## src/rtl/sfs_pkg.sv

```systemverilog
// Shared constants and the state type of the card sector read sequencer.
// Assumes a controller with 16-bit registers addressed by byte offset.
package sfs_pkg;
    localparam logic [6:0]  A_STATUS = 7'h04;
    localparam logic [6:0]  A_LBA_LO = 7'h10;
    localparam logic [6:0]  A_LBA_HI = 7'h12;
    localparam logic [6:0]  A_COUNT  = 7'h14;
    localparam logic [6:0]  A_CTRL   = 7'h18;
    localparam logic [6:0]  A_DATA   = 7'h40;

    localparam int ST_LOCK  = 1;
    localparam int ST_CARD  = 4;
    localparam int ST_BUF   = 5;
    localparam int ST_READY = 8;

    localparam logic [15:0] M_LOCK   = 16'h0002;
    localparam logic [15:0] M_CFGRST = 16'h0080;
    localparam logic [7:0]  CMD_READ = 8'h03;

    localparam int CHUNK_MAX   = 256;
    localparam int BURST_WORDS = 16;
    localparam int LBA_W       = 28;

    typedef enum logic [4:0] {
        S_IDLE, S_LK_RD, S_LK_WR, S_LK_POLL, S_LK_GAP,
        S_RY_POLL, S_RY_GAP, S_LBA_LO, S_LBA_HI, S_CNT,
        S_RS_RD, S_RS_WR, S_BUF_POLL, S_DAT_RD, S_DRAIN,
        S_RC_RD, S_RC_WR, S_RL_RD, S_RL_WR, S_FIN
    } seq_state_t;

    typedef enum logic [1:0] { OUT_OK, OUT_ABSENT, OUT_TIMEOUT } outcome_t;
endpackage

```

## src/rtl/sfs_chunk_pick.sv

```systemverilog
// Picks the size of the next chunk from the sectors still to read and forms
// the sector-count register word. Assumes COUNT_W >= 9.
module sfs_chunk_pick
    import sfs_pkg::*;
#(
    parameter int COUNT_W = 16
) (
    input  logic [COUNT_W-1:0] remaining,
    output logic [8:0]         chunk,
    output logic [15:0]        code
);
    // Cap the chunk at the controller limit; a full chunk encodes as 0.
    always_comb begin
        if (remaining > COUNT_W'(CHUNK_MAX)) chunk = 9'(CHUNK_MAX);
        else                                 chunk = remaining[8:0];
        code = {CMD_READ, chunk[7:0]};
    end
endmodule

```

## src/rtl/sfs_word_to_bytes.sv

```systemverilog
// Holds one 16-bit word and hands it out as two bytes, low byte first,
// on a valid/ready stream. Assumes load only arrives while not busy.
module sfs_word_to_bytes (
    input  logic        clk,
    input  logic        rst_n,
    input  logic        load,
    input  logic [15:0] word,
    output logic        busy,
    output logic [7:0]  byte_data,
    output logic        byte_valid,
    input  logic        byte_ready
);
    logic [15:0] hold_q;
    logic [1:0]  pend_q;   // 0 empty, 1 low byte due, 2 high byte due

    // Capture a word and step through its two bytes as they are taken.
    always_ff @(posedge clk) begin
        if (!rst_n) begin
            hold_q <= '0;
            pend_q <= 2'd0;
        end else if (load) begin
            hold_q <= word;
            pend_q <= 2'd1;
        end else if (byte_valid && byte_ready) begin
            pend_q <= (pend_q == 2'd1) ? 2'd2 : 2'd0;
        end
    end

    // Present the due byte.
    always_comb begin
        busy       = (pend_q != 2'd0);
        byte_valid = busy;
        byte_data  = (pend_q == 2'd2) ? hold_q[15:8] : hold_q[7:0];
    end


    byte_hold_chk: assert property (@(posedge clk) disable iff (!rst_n)
        byte_valid && !byte_ready |=> byte_valid && $stable(byte_data));

    load_idle_chk: assert property (@(posedge clk) disable iff (!rst_n)
        load |-> !busy);
endmodule

```

## src/rtl/sector_fetch_seq.sv

```systemverilog
// Bus-master sequencer that reads a run of sectors from a card controller's
// register interface and streams them out as bytes. Assumes one register
// access at a time, read data valid with ack, and SECTOR_WORDS a multiple of 16.
module sector_fetch_seq
    import sfs_pkg::*;
#(
    parameter int COUNT_W      = 16,
    parameter int SECTOR_WORDS = 256,
    parameter int LOCK_TRIES   = 10,
    parameter int LOCK_GAP     = 64,
    parameter int RDY_TRIES    = 2000,
    parameter int RDY_GAP      = 16
) (
    input  logic               clk,
    input  logic               rst_n,
    input  logic               start,
    input  logic [27:0]        start_lba,
    input  logic [COUNT_W-1:0] sector_count,
    output logic               busy,
    output logic               done,
    output logic               err_absent,
    output logic               err_timeout,
    output logic               bus_req,
    output logic               bus_we,
    output logic [6:0]         bus_addr,
    output logic [15:0]        bus_wdata,
    input  logic               bus_ack,
    input  logic [15:0]        bus_rdata,
    output logic [7:0]         byte_data,
    output logic               byte_valid,
    input  logic               byte_ready
);
    localparam int TRY_MAX = (LOCK_TRIES > RDY_TRIES) ? LOCK_TRIES : RDY_TRIES;
    localparam int GAP_MAX = (LOCK_GAP > RDY_GAP) ? LOCK_GAP : RDY_GAP;
    localparam int TRY_W   = $clog2(TRY_MAX + 1);
    localparam int GAP_W   = $clog2(GAP_MAX + 1);
    localparam int WL_W    = $clog2(CHUNK_MAX * SECTOR_WORDS + 1);

    seq_state_t         state;
    outcome_t           outcome;
    logic [LBA_W-1:0]   lba_q;
    logic [COUNT_W-1:0] remain_q;
    logic [15:0]        ctrl_q;
    logic [TRY_W-1:0]   tries_q;
    logic [GAP_W-1:0]   gap_q;
    logic [WL_W-1:0]    words_left;
    logic [8:0]         chunk;
    logic [15:0]        cnt_code;
    logic               split_busy;
    logic               split_load;

    sfs_chunk_pick #(.COUNT_W(COUNT_W)) u_pick (
        .remaining (remain_q),
        .chunk     (chunk),
        .code      (cnt_code)
    );

    assign split_load = (state == S_DAT_RD) && bus_ack;

    sfs_word_to_bytes u_split (
        .clk        (clk),
        .rst_n      (rst_n),
        .load       (split_load),
        .word       (bus_rdata),
        .busy       (split_busy),
        .byte_data  (byte_data),
        .byte_valid (byte_valid),
        .byte_ready (byte_ready)
    );

    // Sequence the lock, polls, chunk programming, buffer drain and release.
    always_ff @(posedge clk) begin
        if (!rst_n) begin
            state      <= S_IDLE;
            outcome    <= OUT_OK;
            lba_q      <= '0;
            remain_q   <= '0;
            ctrl_q     <= '0;
            tries_q    <= '0;
            gap_q      <= '0;
            words_left <= '0;
        end else begin
            unique case (state)
                S_IDLE: if (start) begin
                    lba_q    <= start_lba;
                    remain_q <= sector_count;
                    outcome  <= OUT_OK;
                    tries_q  <= '0;
                    state    <= (sector_count == '0) ? S_FIN : S_LK_RD;
                end
                S_LK_RD: if (bus_ack) begin
                    ctrl_q <= bus_rdata;
                    state  <= S_LK_WR;
                end
                S_LK_WR: if (bus_ack) state <= S_LK_POLL;
                S_LK_POLL: if (bus_ack) begin
                    if (bus_rdata[ST_LOCK]) begin
                        tries_q <= '0;
                        state   <= S_RY_POLL;
                    end else if (!bus_rdata[ST_CARD]) begin
                        outcome <= OUT_ABSENT;
                        state   <= S_RL_RD;
                    end else if (tries_q == TRY_W'(LOCK_TRIES - 1)) begin
                        outcome <= OUT_TIMEOUT;
                        state   <= S_RL_RD;
                    end else begin
                        tries_q <= tries_q + 1'b1;
                        gap_q   <= '0;
                        state   <= S_LK_GAP;
                    end
                end
                S_LK_GAP: begin
                    if (gap_q == GAP_W'(LOCK_GAP - 1)) state <= S_LK_POLL;
                    else gap_q <= gap_q + 1'b1;
                end
                S_RY_POLL: if (bus_ack) begin
                    if (!bus_rdata[ST_CARD]) begin
                        outcome <= OUT_ABSENT;
                        state   <= S_RL_RD;
                    end else if (bus_rdata[ST_READY]) begin
                        state <= S_LBA_LO;
                    end else if (tries_q == TRY_W'(RDY_TRIES - 1)) begin
                        outcome <= OUT_TIMEOUT;
                        state   <= S_RL_RD;
                    end else begin
                        tries_q <= tries_q + 1'b1;
                        gap_q   <= '0;
                        state   <= S_RY_GAP;
                    end
                end
                S_RY_GAP: begin
                    if (gap_q == GAP_W'(RDY_GAP - 1)) state <= S_RY_POLL;
                    else gap_q <= gap_q + 1'b1;
                end
                S_LBA_LO: if (bus_ack) state <= S_LBA_HI;
                S_LBA_HI: if (bus_ack) state <= S_CNT;
                S_CNT:    if (bus_ack) state <= S_RS_RD;
                S_RS_RD: if (bus_ack) begin
                    ctrl_q     <= bus_rdata;
                    words_left <= WL_W'(chunk * SECTOR_WORDS);
                    state      <= S_RS_WR;
                end
                S_RS_WR:    if (bus_ack) state <= S_BUF_POLL;
                S_BUF_POLL: if (bus_ack && bus_rdata[ST_BUF]) state <= S_DAT_RD;
                S_DAT_RD: if (bus_ack) begin
                    words_left <= words_left - 1'b1;
                    state      <= S_DRAIN;
                end
                S_DRAIN: if (!split_busy) begin
                    if (words_left == '0)                          state <= S_RC_RD;
                    else if (words_left[3:0] == 4'd0)              state <= S_BUF_POLL;
                    else                                           state <= S_DAT_RD;
                end
                S_RC_RD: if (bus_ack) begin
                    ctrl_q <= bus_rdata;
                    state  <= S_RC_WR;
                end
                S_RC_WR: if (bus_ack) begin
                    lba_q    <= lba_q + LBA_W'(chunk);
                    remain_q <= remain_q - COUNT_W'(chunk);
                    state    <= (remain_q == COUNT_W'(chunk)) ? S_RL_RD : S_LBA_LO;
                end
                S_RL_RD: if (bus_ack) begin
                    ctrl_q <= bus_rdata;
                    state  <= S_RL_WR;
                end
                S_RL_WR: if (bus_ack) state <= S_FIN;
                S_FIN:   state <= S_IDLE;
                default: state <= S_IDLE;
            endcase
        end
    end

    // Drive the register access that belongs to the current state.
    always_comb begin
        bus_req   = 1'b1;
        bus_we    = 1'b0;
        bus_addr  = A_STATUS;
        bus_wdata = '0;
        unique case (state)
            S_LK_RD, S_RS_RD, S_RC_RD, S_RL_RD: bus_addr = A_CTRL;
            S_LK_WR: begin bus_we = 1'b1; bus_addr = A_CTRL; bus_wdata = ctrl_q | M_LOCK;    end
            S_RS_WR: begin bus_we = 1'b1; bus_addr = A_CTRL; bus_wdata = ctrl_q | M_CFGRST;  end
            S_RC_WR: begin bus_we = 1'b1; bus_addr = A_CTRL; bus_wdata = ctrl_q & ~M_CFGRST; end
            S_RL_WR: begin bus_we = 1'b1; bus_addr = A_CTRL; bus_wdata = ctrl_q & ~M_LOCK;   end
            S_LK_POLL, S_RY_POLL, S_BUF_POLL: bus_addr = A_STATUS;
            S_LBA_LO: begin bus_we = 1'b1; bus_addr = A_LBA_LO; bus_wdata = lba_q[15:0]; end
            S_LBA_HI: begin bus_we = 1'b1; bus_addr = A_LBA_HI; bus_wdata = {4'b0, lba_q[27:16]}; end
            S_CNT:    begin bus_we = 1'b1; bus_addr = A_COUNT;  bus_wdata = cnt_code; end
            S_DAT_RD: bus_addr = A_DATA;
            default:  bus_req = 1'b0;
        endcase
    end

    // Report the run state and the outcome pulse.
    always_comb begin
        busy        = (state != S_IDLE) && (state != S_FIN);
        done        = (state == S_FIN);
        err_absent  = done && (outcome == OUT_ABSENT);
        err_timeout = done && (outcome == OUT_TIMEOUT);
    end


    req_hold_chk: assert property (@(posedge clk) disable iff (!rst_n)
        bus_req && !bus_ack |=> bus_req && $stable(bus_addr) && $stable(bus_we) && $stable(bus_wdata));

    hi_mask_chk: assert property (@(posedge clk) disable iff (!rst_n)
        bus_req && bus_we && bus_addr == A_LBA_HI |-> bus_wdata[15:12] == 4'b0);

    cnt_cmd_chk: assert property (@(posedge clk) disable iff (!rst_n)
        bus_req && bus_we && bus_addr == A_COUNT |-> bus_wdata[15:8] == CMD_READ);

    chunk_cap_chk: assert property (@(posedge clk) disable iff (!rst_n)
        remain_q != '0 |-> chunk != 9'd0 && chunk <= 9'(CHUNK_MAX));

    err_excl_chk: assert property (@(posedge clk) disable iff (!rst_n)
        (err_absent || err_timeout) |-> done && !(err_absent && err_timeout));

    done_pulse_chk: assert property (@(posedge clk) disable iff (!rst_n)
        done |=> !done);
endmodule

```

## config.mk

```make
export PLATFORM = sky130hd
export DESIGN_NAME = sector_fetch_seq
export DESIGN_NICKNAME = d
export VERILOG_FILES = /design/src/rtl/sfs_pkg.sv /design/src/rtl/sfs_chunk_pick.sv /design/src/rtl/sfs_word_to_bytes.sv /design/src/rtl/sector_fetch_seq.sv
export SDC_FILE = /design/constraint.sdc
export NUM_CORES = 1
export LEC_CHECK = 0
export BUFFER_PORTS_ARGS = -buffer_cell sky130_fd_sc_hd__buf_2
export CAP_MARGIN = 20
export CORE_MARGIN = 2
export CORE_UTILIZATION = 53
export CTS_CLUSTER_DIAMETER = 50
export CTS_CLUSTER_SIZE = 8
export DETAILED_ROUTE_END_ITERATION = 10
export GPL_TIMING_DRIVEN = 1
export PLACE_DENSITY = 0.77
export SLEW_MARGIN = 20
export SYNTH_ARGS = -nofsm -noshare
export SYNTH_HDL_FRONTEND = slang
export SYNTH_SLANG_ARGS = --single-unit
```

## constraint.sdc

```tcl
create_clock -name clk -period 3.84 [get_ports clk]
set_clock_uncertainty 0.15 [all_clocks]
set_input_delay 0.96 -clock clk [delete_from_list [all_inputs] [get_ports clk]]
set_output_delay 0.96 -clock clk [all_outputs]
set_load 0.02 [all_outputs]
```

# Word level (Yosys, flattened, before mapping)
# Index checks and enable logic that the tools add are counted.
[totals]
ff_bits = 120
in_bits = 65
elab_cells = 187
[op_classes]
add_sub_neg = 5
magnitude_cmp = 1
eq_ne = 61
n_mux = 79
bitwise_logic = 1
n_reduce_logical = 29
[ops]
columns = ["op", "n"]
rows = [
  ["$mux W5", 27],
  ["$pmux W16 S7", 1],
  ["$mux W11", 9],
  ["$pmux W5 S19", 1],
  ["$mux W7", 10],
  ["$mux W28", 2],
  ["$pmux W28 S2", 1],
  ["$ne A2 B2 Y1 const B", 27],
  ["$eq A5 B4 Y1 const B", 8],
  ["$pmux W7 S5", 1],
  ["$mux W17", 2],
  ["$pmux W17 S2", 1],
  ["$pmux W11 S3", 1],
  ["$mux W16", 2],
  ["$pmux W16 S2", 1],
  ["$add A28 B9 Y28", 1],
  ["$pmux W7 S4", 1],
  ["$mux W2", 11],
  ["$eq A5 B3 Y1 const B", 4],
  ["$eq A5 B5 Y1 const B", 4],
  ["$reduce_and A19 Y1", 1],
  ["$logic_not A17 Y1", 1],
  ["$sub A17 B1 Y17 const B", 1],
  ["$eq A16 B9 Y1", 1],
  ["37 further kinds", 57],
]

# Depth between registers and ports, before layout
[depth]
word_depth = 6
ltp_mapped = 20
ltp_nobuf = 15

# Hierarchy
# Synthesis repeated with hierarchy kept, for this count alone.
[unflattened]
hier_cells = 1056
hier_area_um2 = 8059.0
[by_module_without_submodules]
columns = ["mod", "n_inst", "cells_each", "area_each_um2", "seq_area_each_um2"]
rows = [
  ["sector_fetch_seq", 1, 946, 6965.4, 2042.0],
  ["sfs_word_to_bytes", 1, 71, 849.6, 360.3],
  ["sfs_chunk_pick", 1, 39, 244.0, 0.0],
]

# Worst setup path after synthesis
# Ideal clock, no wire load.
[synth_path]
path_kind = "flip-flop to flip-flop"
start = "register remain_q[9]"
end = "register lba_q[19]"
arrival_time_ns = 3.771
t_required_ns = 3.558
setup_slack_ns = -0.213
path_stages_with_launch = 18
n_path_buf = 3
period_less_slack_ns = 4.053
cell_sequence = "dfxtp_1 -> or4_1 -> buf_4 -> nor4_4 -> and2_1 -> clkbuf_1 -> buf_2 -> nand2_1 -> inv_2 -> ha_1 -> maj3_1 -> maj3_1 -> nand3_2 -> o31ai_4 -> a311oi_4 -> or4_1 -> nand3_1 -> a21oi_1"
[synth_between]
elab_chain_len = 5
[synth_lines]
columns = ["element", "line", "rtl"]
rows = [
  ["start, declared", "sector_fetch_seq.sv:42", "logic [COUNT_W-1:0] remain_q;"],
  ["start signal, assigned", "sector_fetch_seq.sv:86", "remain_q <= sector_count;"],
  ["start signal, assigned", "sector_fetch_seq.sv:160", "remain_q <= remain_q - COUNT_W'(chunk);"],
  ["$gt A16 B9 Y1", "sfs_chunk_pick.sv:14", "if (remaining > COUNT_W'(CHUNK_MAX)) chunk = 9'(CHUNK_MAX);"],
  ["$mux W9", "sfs_chunk_pick.sv:14", ""],
  ["$add A28 B9 Y28", "sector_fetch_seq.sv:159", "lba_q <= lba_q + LBA_W'(chunk);"],
  ["$mux W28", "sector_fetch_seq.sv:158", "S_RC_WR: if (bus_ack) begin"],
  ["$pmux W28 S2", "sector_fetch_seq.sv:83", "unique case (state)"],
  ["end signal, assigned", "sector_fetch_seq.sv:85", "lba_q <= start_lba;"],
  ["end signal, assigned", "sector_fetch_seq.sv:159", ""],
  ["end, declared", "sector_fetch_seq.sv:41", "logic [LBA_W-1:0] lba_q;"],
]
# Every way passes these cells. The select of a mux whose other input is x is not followed.
# A chain may end at the register's enable or synchronous reset.

# Worst setup path after layout
[layout_path]
start = "register remain_q[12]"
end = "register lba_q[22]"
# The elaborated chain is that of the path after synthesis.

==> impl_metrics.yaml <==
run_status:
  status: "completed"
yosys:
  yosys-top-cells-area: "dfxtp_1 32%, nand2_1 6.9%, nor2_1 5.3%, a21oi_1 4.9%, mux2i_1 3.5%"
  avgSynthCellArea_um2: 7.47
  synth-seq-cells: 120
  synth.largest_area_cell: "dfxtp_1"
  synth-xor-area-share: 0.0213
  yosys.area_share.adder: 0.0243
  ys_async_sr_fraction: 0
  synth-main-ff-cell: "dfxtp_1"
  synth_compound_area_frac: 0.252
  yosysSeqAreaShare: 0.325
  netlist_instances: 990
  muxShareOfSynthArea: 0.0489
  yosysMostFrequentCell: "nand2_1"
  synth_edf_count: 0
  ys_types: 80
  synth_simple_gate_area_share: 0.275
  yosys.area.top_type_share: 0.325
  synth_top_family_by_area: "simple AND/OR/NAND/NOR gates"
  netlist_top_cells_count: "136 x nand2_1, 120 x dfxtp_1, 105 x nor2_1"
  yosysWarnings: 0
  syn_area_um2: 7400
detailed_routing:
  vias: 8138
  drtPass1Iterations: 6
  ant_nets: 0
  wire_per_inst_um: 18.5
  drc: 0
  wirelength_um: 23800
  vias_per_cell: 6.34
  drtIter0Drc: 1202
critical_path:
  worstPathCellList: "or4_4, nor4_4, and2_4, nand2_2, xnor2_2, ha_4, a21o_1, maj3_2, o211ai_1, nor3_2, o211ai_1, buf_4, nor3_1, a311oi_1, nor4_1"
  r2r_start: "remain_q[12]"
  startpoint: "remain_q[12]"
  critPathMaxFanout: 5
  critPathSlowestCell: "or4_4"
  cp_slowest_stage_delay_ps: 550
  critical_path_required_ps: 3970
  arrival_ps: 3890
  reg2reg_slack_ps: 70
  r2r_cells: 15
  crit_top_cell: "o211ai_1"
  worstSetupPathType: "flip-flop to flip-flop"
  critPathCaptureType: "flip-flop"
  critPathLaunchType: "flip-flop"
  timing.rr.end: "lba_q[22]"
timing:
  worstMarginPinSlew_ps: 844
  rsz0062_at_grt: "true"
  fin_crit_ps: 3770
  max_freq_mhz: 266
  fin_ws_ps: 75.0
  max_slew_margin: 0.432
  finalMaxSlewViolations: 0
  holdWs_ps: 305
  timing.final.crit_share: 0.980
  hold_viol: 0
  finalSetupViolCount: 0
placement:
  dp_hpwl_um: 16400
  place_ws_ps: -36.2
  placedCellCount: 1247
  portBuffers: 100
  gp_congestion: 0.977
  placed_cell_area_um2: 8260
clocking:
  ctsHoldBuffers: 0
  tritoncts: "done"
  clock_path_buffers: 2
  cts_max_level: 4
  numCtsBuffers: 17
  clk-insertion-delay-late_ps: 430
  cts.reportedPaths.clkPinSlew_ps: 60
  clockRootBuffer: "clkbuf_16"
  cts.sinks: 120
cells_and_area:
  synthToLayoutAreaGrowth_pct: 20.2
  design_area_um2: 8890
  final_nets: 1167
  layoutNonFillerInstCount: 1283
  fillers: 1231
  antenna_cells: 0
  multiInputGateArea_um2: 4710
  drive_gt1_frac: 0.208
  regArea_um2: 2400
global_routing:
  antenna_found_initial: 0
  track_usage: 0.320
  met2_usage: 0.504
  grt-busiest-layer: "met2"
  grt_use_met1: 0.446
  grt-ovfl-total: 0
  grt_max_degree: 50
  grt_pass1_vias: 7315
  grt.met3_usage: 0.0562
  grt_pass1_wl_um: 37700
run:
  max_cap_violations: 0
floorplanning:
  start_util: 0.537
  die-width_um: 122
  rows: 43
  die-height_um: 122
  dieArea_um2: 14900
  top_level_ports: 103
  core-area_um2: 13800
hold_path:
  hold_depth: 2
  hold_path.startpoint: "u_split.hold_q[10]"
  hold_path_end: "u_split.hold_q[10]"
  hold_path.class: "flip-flop to flip-flop"
pwr:
  ir_drop_uv: 434
  p_per_area_nw_per_um2: 685
  total_power_uw: 6100
  power_leakage_uw: 0.00346
-- worst max-delay path by stage --
| stage | endpoint | slack [ps] | cells past startpoint |
|---|---|---|---|
| after floorplan | lba_q[19] | -90 | 17 |
| final | lba_q[22] | 70 | 15 |
| after global placement | lba_q[22] | 80 | 15 |
| after global routing | lba_q[16] | -40 | 15 |
| after CTS | lba_q[22] | -20 | 15 |
| after detailed placement | lba_q[22] | -40 | 15 |
-- flip-flops by register name (all words and copies together) (netlist names) --
| signal | count |
|---|---|
| tries_q | 11 |
| remain_q | 16 |
| words_left | 17 |
| lba_q | 28 |
| ctrl_q | 16 |
| outcome | 2 |
| u_split.hold_q | 16 |
| gap_q | 7 |
| u_split.pend_q | 2 |
| state | 5 |
-- worst max-delay path, delay by kind of cell (launching register included) --
family                   cells  cell delay [ps]
AO/OA/AOI/OAI                4             1020
XOR/XNOR                     1              150
adder cells (fa/ha/maj)      2              500
buffers and inverters        1              200
flip-flops                   1              320
AND/OR/NAND/NOR              7             1280
-- power breakdown --
group | switching (uW) | internal [uW]
registers | 297 | 1450
clock network | 633 | 894
logic | 1760 | 1060
total | 2690 | 3400
-- timing repair --
action,CTS,global route
gates resized for setup,2,12
endpoints found under the setup margin,3,22
gates cloned,0,1
setup buffers,0,3
pin swaps,0,10
-- stage by stage --
stage,util,TNS [ps]
final,0.646,0
after global routing,0.646,-98.0
after CTS,0.640,-15.1
after detailed placement,0.600,-36.2
after global placement,0.600,0
after floorplan,-,-87.1
-- final cells by class --
type / instances / area share
clock buffers: 19 / 0.0487
repair buffers: 152 / 0.101
well taps: 180 / 0.0253
clock inverters: 13 / 0.0136
flip-flops and latches: 120 / 0.270
inverters: 27 / 0.0114
multi-input cells: 772 / 0.529
-- placed cells by master (no fill, tap or decap), types with 8 or more instances in the layout --
| master | n |
|---|---|
| a21oi_1 | 72 |
| a222oi_1 | 8 |
| a22oi_1 | 22 |
| a311oi_1 | 10 |
| a31oi_1 | 16 |
| and2_1 | 10 |
| and3_1 | 14 |
| buf_2 | 101 |
| buf_4 | 50 |
| clkbuf_16 | 17 |
| dfxtp_1 | 118 |
| ha_1 | 9 |
| inv_1 | 21 |
| mux2_2 | 9 |
| mux2i_1 | 26 |
| nand2_1 | 134 |
| nand2b_1 | 9 |
| nand3_1 | 39 |
| nand4_1 | 14 |
| nor2_1 | 104 |
| nor2b_1 | 9 |
| nor3_1 | 30 |
| nor4_1 | 18 |
| o21a_1 | 9 |
| o21ai_0 | 48 |
| o21ai_1 | 13 |
| o22ai_1 | 12 |
| xnor2_1 | 8 |
| xor2_1 | 9 |
-- cell families after synthesis --
kind of cell,count (synthesis)
other,2
muxes,35
AOI/OAI and AO/OA,278
xor gates and xnor gates,18
DFF,120
buffers and inverters,99
adders and majority gates,15
and+or+nand+nor,423
-- routing by layer --
metal  routed length (um)  share of wire
met2                10900           0.46
met5                    0              0
met4                  576          0.024
met3                 2090          0.088
met1                10200           0.43
(Power assumes the default switching activity.)
